## config.mk

```make
export PLATFORM = sky130hd
export DESIGN_NAME = mtx_out_ctrl
export DESIGN_NICKNAME = d
export VERILOG_FILES = /design/src/rtl/mtx_pkg.sv /design/src/rtl/mtx_action_reg.sv /design/src/rtl/mtx_channel.sv /design/src/rtl/mtx_out_ctrl.sv
export SDC_FILE = /design/constraint.sdc
export NUM_CORES = 1
export LEC_CHECK = 0
export BUFFER_PORTS_ARGS = -buffer_cell sky130_fd_sc_hd__buf_2
export CORE_ASPECT_RATIO = 1.4
export CORE_UTILIZATION = 35
export CTS_CLUSTER_SIZE = 16
export DETAILED_ROUTE_END_ITERATION = 10
export GPL_TIMING_DRIVEN = 0
export PLACE_DENSITY = 0.78
export SLEW_MARGIN = 20
export SYNTH_ARGS = -nofsm -noshare
export SYNTH_HDL_FRONTEND = slang
export SYNTH_HIERARCHICAL = 1
export SYNTH_SLANG_ARGS = --single-unit
```

## constraint.sdc

```tcl
create_clock -name clk -period 1 [get_ports clk]
set_input_delay 0.05 -clock clk [delete_from_list [all_inputs] [get_ports clk]]
set_output_delay 0.05 -clock clk [all_outputs]
set_load 0.01 [all_outputs]
```

## src/rtl/mtx_pkg.sv

```systemverilog
package mtx_pkg;
  localparam int unsigned NUM_CH  = 4;
  localparam int unsigned ACT_W   = 2;
  localparam int unsigned REG_W   = 32;
  localparam int unsigned ACT_LSB = NUM_CH;
  localparam int unsigned USED_W  = ACT_LSB + NUM_CH * ACT_W;

  typedef enum logic [ACT_W-1:0] {
    ACT_NONE = 2'b00,
    ACT_CLR  = 2'b01,
    ACT_SET  = 2'b10,
    ACT_TGL  = 2'b11
  } act_e;
endpackage

```

## src/rtl/mtx_action_reg.sv

```systemverilog
module mtx_action_reg
  import mtx_pkg::*;
#(
  parameter int unsigned N_CH = NUM_CH
) (
  input  logic                  clk,
  input  logic                  rst_n,
  input  logic                  wr_en,
  input  logic [N_CH*ACT_W-1:0] wr_fields,
  output logic [N_CH*ACT_W-1:0] fields_q
);
  always_ff @(posedge clk or negedge rst_n) begin
    if (!rst_n)     fields_q <= '0;
    else if (wr_en) fields_q <= wr_fields;
  end

  // codes move only on a register write
  a_r9_codes_stable: assert property (@(posedge clk) disable iff (!rst_n)
    !wr_en |=> $stable(fields_q));
endmodule

```

## src/rtl/mtx_channel.sv

```systemverilog
module mtx_channel
  import mtx_pkg::*;
(
  input  logic clk,
  input  logic rst_n,
  input  logic match_i,
  input  act_e act_i,
  input  logic sw_we_i,
  input  logic sw_val_i,
  output logic q_o
);
  logic q_nxt;
  logic match_live;

  assign match_live = match_i && (act_i != ACT_NONE);

  always_comb begin
    q_nxt = q_o;
    if (match_live) begin
      unique case (act_i)
        ACT_CLR: q_nxt = 1'b0;
        ACT_SET: q_nxt = 1'b1;
        ACT_TGL: q_nxt = ~q_o;
        default: q_nxt = q_o;
      endcase
    end else if (sw_we_i) begin
      q_nxt = sw_val_i;
    end
  end

  always_ff @(posedge clk or negedge rst_n) begin
    if (!rst_n) q_o <= 1'b0;
    else        q_o <= q_nxt;
  end

  a_r3_clear: assert property (@(posedge clk) disable iff (!rst_n)
    (match_i && act_i == ACT_CLR) |=> !q_o);
  a_r4_set: assert property (@(posedge clk) disable iff (!rst_n)
    (match_i && act_i == ACT_SET) |=> q_o);
  a_r5_toggle: assert property (@(posedge clk) disable iff (!rst_n)
    (match_i && act_i == ACT_TGL) |=> (q_o != $past(q_o)));
  a_r2_hold: assert property (@(posedge clk) disable iff (!rst_n)
    (match_i && act_i == ACT_NONE && !sw_we_i) |=> $stable(q_o));
  a_r8_write_through: assert property (@(posedge clk) disable iff (!rst_n)
    (!match_live && sw_we_i) |=> (q_o == $past(sw_val_i)));
endmodule

```

## src/rtl/mtx_out_ctrl.sv

```systemverilog
module mtx_out_ctrl
  import mtx_pkg::*;
(
  input  logic              clk,
  input  logic              rst_n,
  input  logic [NUM_CH-1:0] match_pulse,
  input  logic              cfg_we,
  input  logic [REG_W-1:0]  cfg_wdata,
  output logic [REG_W-1:0]  cfg_rdata,
  input  logic              out_we,
  input  logic [NUM_CH-1:0] out_wdata,
  output logic [NUM_CH-1:0] match_out
);
  localparam int unsigned FLD_W = NUM_CH * ACT_W;

  logic [FLD_W-1:0]  fields_q;
  logic [NUM_CH-1:0] sw_we;
  logic [NUM_CH-1:0] sw_val;
  logic              unused_rsvd;

  assign unused_rsvd = ^cfg_wdata[REG_W-1:USED_W];

  mtx_action_reg #(.N_CH(NUM_CH)) u_act (
    .clk      (clk),
    .rst_n    (rst_n),
    .wr_en    (cfg_we),
    .wr_fields(cfg_wdata[USED_W-1:ACT_LSB]),
    .fields_q (fields_q)
  );

  // direct path outranks the register path for the output bits
  assign sw_we  = {NUM_CH{cfg_we | out_we}};
  assign sw_val = out_we ? out_wdata : cfg_wdata[NUM_CH-1:0];

  for (genvar i = 0; i < NUM_CH; i++) begin : g_ch
    mtx_channel u_ch (
      .clk     (clk),
      .rst_n   (rst_n),
      .match_i (match_pulse[i]),
      .act_i   (act_e'(fields_q[i*ACT_W +: ACT_W])),
      .sw_we_i (sw_we[i]),
      .sw_val_i(sw_val[i]),
      .q_o     (match_out[i])
    );
  end

  always_comb begin
    cfg_rdata                     = '0;
    cfg_rdata[NUM_CH-1:0]         = match_out;
    cfg_rdata[USED_W-1:ACT_LSB]   = fields_q;
  end

  // an idle channel with no write keeps its bit
  for (genvar k = 0; k < NUM_CH; k++) begin : g_iso
    a_r10_isolated: assert property (@(posedge clk) disable iff (!rst_n)
      (!match_pulse[k] && !cfg_we && !out_we) |=> $stable(match_out[k]));
  end
endmodule

```

==> impl_metrics.json <==
{
  "yosysTopAreaCellShare": 0.370,
  "layout_setup_ws_ns": 0.0502,
  "r2r-end": "g_ch[2].u_ch/q_o$_DFFE_PN0P_",
  "cts_root_buf": "clkbuf_4",
  "grt-ovfl-total": 0,
  "avgSynthCellArea_um2": 12.1,
  "p_leak_nw": 0.738,
  "first_iter_violations": 2,
  "hp-class": "in2async",
  "pre_cts_slack_ns": 0.0434,
  "io_buffers": 39,
  "fin_crit_ns": 0.950,
  "ant_nets": 0,
  "combPwrFrac": 0.358,
  "hold_viol": 0,
  "rows": 20,
  "switching_share": 0.285,
  "start_util": 0.373,
  "status": "completed",
  "grt_antenna_before_repair": 0,
  "wl_mm": 1.75,
  "pwr-share-clk": 0.253,
  "synth_seq_cells": 12,
  "cts_htree_levels": 1,
  "cts_made_buffers": 3,
  "synth-compound-area-share": 0.0431,
  "fillers": 194,
  "syn_area_um2": 812,
  "synthAdderAreaFrac": 0,
  "grt_usage": 0.147,
  "fmax_mhz": 1050,
  "ios": 80,
  "yosysUniqueCellTypes": 11,
  "coreArea_um2": 2180,
  "post-route-drc-count": 0,
  "p_per_area_nw_per_um2": 1200,
  "reg2reg_slack_ns": 0.05,
  "ir_worst_vdd_mv": 0.771,
  "yosysWarnings": 6,
  "synthSimpleGateAreaFrac": 0.0940,
  "p_switching_mw": 0.444,
  "maxSlewViolCount": 0,
  "cts_tree": "built",
  "seqPwrFrac": 0.389,
  "crit_required_ns": 1.20,
  "clkTransAtPathRegs_ns": 0.08,
  "rr_worst_depth": 3,
  "finClkSkew_ns": 0.00657,
  "grt_pass1_wl_mm": 2.69,
  "clock_path_buffers": 2,
  "crit_path_max_fanout": 3,
  "internal_power_mw": 1.11,
  "die_area_um2": 2520,
  "cp-end-kind": "flop",
  "synth_xor_area_frac": 0,
  "clock_sinks": 12,
  "setup_viol": 0,
  "grt_pass1_vias": 665,
  "synth_top_family_by_area": "multiplexers",
  "netlist_instances": 67,
  "vias": 691,
  "rsz0062_at_grt": "false",
  "first_pass_iters": 2,
  "area_growth_pct": 59.3,
  "synth_area_leaders": "dfrtp_1 (37%), buf_4 (22%), mux2_4 (15%)",
  "nNetsFinal": 187,
  "clock_latency_ns": 0.28,
  "crit_path_start_kind": "flop",
  "die-width_um": 42.7,
  "n_antenna_cell": 0,
  "r2r_start": "g_ch[2].u_ch/q_o$_DFFE_PN0P_",
  "avgViaCountPerCell": 4.21,
  "tns_ns": 0,
  "synthMuxAreaShare": 0.253,
  "wl_per_cell_um": 10.7,
  "place_congestion": 0.659,
  "grt_max_degree": 13,
  "synth_top_cell_by_area": "dfrtp_1",
  "maxCapViolations": 0,
  "yosysSeqAreaShare": 0.370,
  "layout-drive-gt1-share": 0.599,
  "die_y_um": 59.0,
  "hold_ws_ns": 0.183,
  "period_share": 0.950,
  "place_hpwl_mm": 1.28,
  "path_class": "reg2reg",
  "cp.arrival_ns": 1.15
}
==> cell families (layout without fill, tap and decap cells) <==
group	count (synthesis)	after routing
buffers and inverters	25	81
muxes	16	16
and+or+nand+nor	9	9
AOI/OAI and AO/OA	4	4
other	1	20
DFF	12	12
==> layer usage <==
layer	vias up	track usage	wire [µm]
li1	335	-	-
met1	307	0.135	606
met2	42	0.273	944
met3	7	0.0244	134
met4	0	0.121	64
met5	-	0	0
==> what timing repair did <==
item,4_1_cts,5_1_grt
pin swaps,0,0
setup endpoints to repair,4,4
hold endpoints to repair,24,0
gates resized for setup,0,4
hold buffers,13,0
buffers inserted,4,0
==> Yosys cell counts <==
cell / number
buf_4: 24
dfrtp_1: 12
mux2_4: 8
a32oi_1: 4
mux2_2: 4
mux2i_1: 4
nand2_1: 4
nand2b_4: 4
buf_6: 1
conb_1: 1
or2_2: 1
==> area by class of cell <==
cell class              count  area, µm²  share of cell area
well taps                  22       27.5              0.0213
flip-flops and latches     12        300               0.232
multi-input cells          49        392               0.303
plain buffers              21        161               0.125
clock buffers               4       36.3              0.0280
repair buffers             56        377               0.291
==> flip-flops by register name, summed over array words and instances, names as in the netlist <==
| name | count |
|---|---|
| g_ch.u_ch/q_o | 4 |
| u_act/fields_q | 8 |
==> stage by stage <==
stage | area [µm²] | power [mW] | util | std cells
final | 1290 | 1.56 | 0.594 | 164
after global routing | 1290 | 1.65 | 0.594 | 164
after CTS | 1300 | 1.58 | 0.598 | 168
after detailed placement | 1110 | 1.10 | 0.508 | 147
after global placement | 1110 | 1.09 | 0.508 | 147
after floorplan | 883 | 0.934 | - | 86
==> critical path, stage by stage, from the launching register on <==
cell and delay, ns:
dfrtp_1 0.41, buf_4 0.15, nand2b_4 0.12, a32oi_1 0.19
==> how the worst max path moves through the flow <==
stage / depth (start not counted) / slack [ns] / endpoint / startpoint
2_1_floorplan: 1 / 0.16 / u_act/fields_q[1]$_DFFE_PN0P_ / u_act/fields_q[1]$_DFFE_PN0P_
3_3_place_gp: 4 / 0.07 / g_ch[0].u_ch/q_o$_DFFE_PN0P_ / out_we
3_5_place_dp: 4 / 0.04 / g_ch[3].u_ch/q_o$_DFFE_PN0P_ / out_we
4_1_cts: 2 / -0.0001 / match_out[2] / g_ch[2].u_ch/q_o$_DFFE_PN0P_
5_1_grt: 3 / 0.01 / g_ch[3].u_ch/q_o$_DFFE_PN0P_ / g_ch[3].u_ch/q_o$_DFFE_PN0P_
6_report: 3 / 0.05 / g_ch[2].u_ch/q_o$_DFFE_PN0P_ / g_ch[2].u_ch/q_o$_DFFE_PN0P_
==> layout by cell type, fill, tap and decap left out, drive strengths merged <==
cell,netlist,final
a32oi,4,4
nand2,4,4
buf,25,64
nand2b,4,4
mux2i,4,4
mux2,12,12
conb,1,20
clkbuf,0,4
dlygate4sd3,0,13
dfrtp,12,12
or2,1,1
==> power by group through the flow <==
| stage | registers, mW | clock network (mW) | logic (mW) |
|---|---|---|---|
| after floorplan | 0.638 | 0 | 0.297 |
| after global placement | 0.614 | 0 | 0.474 |
| after detailed placement | 0.618 | 0 | 0.482 |
| after CTS | 0.602 | 0.407 | 0.566 |
| after global routing | 0.616 | 0.437 | 0.600 |
| final | 0.606 | 0.394 | 0.557 |
Note: power is estimated with default switching activity, not from simulation.
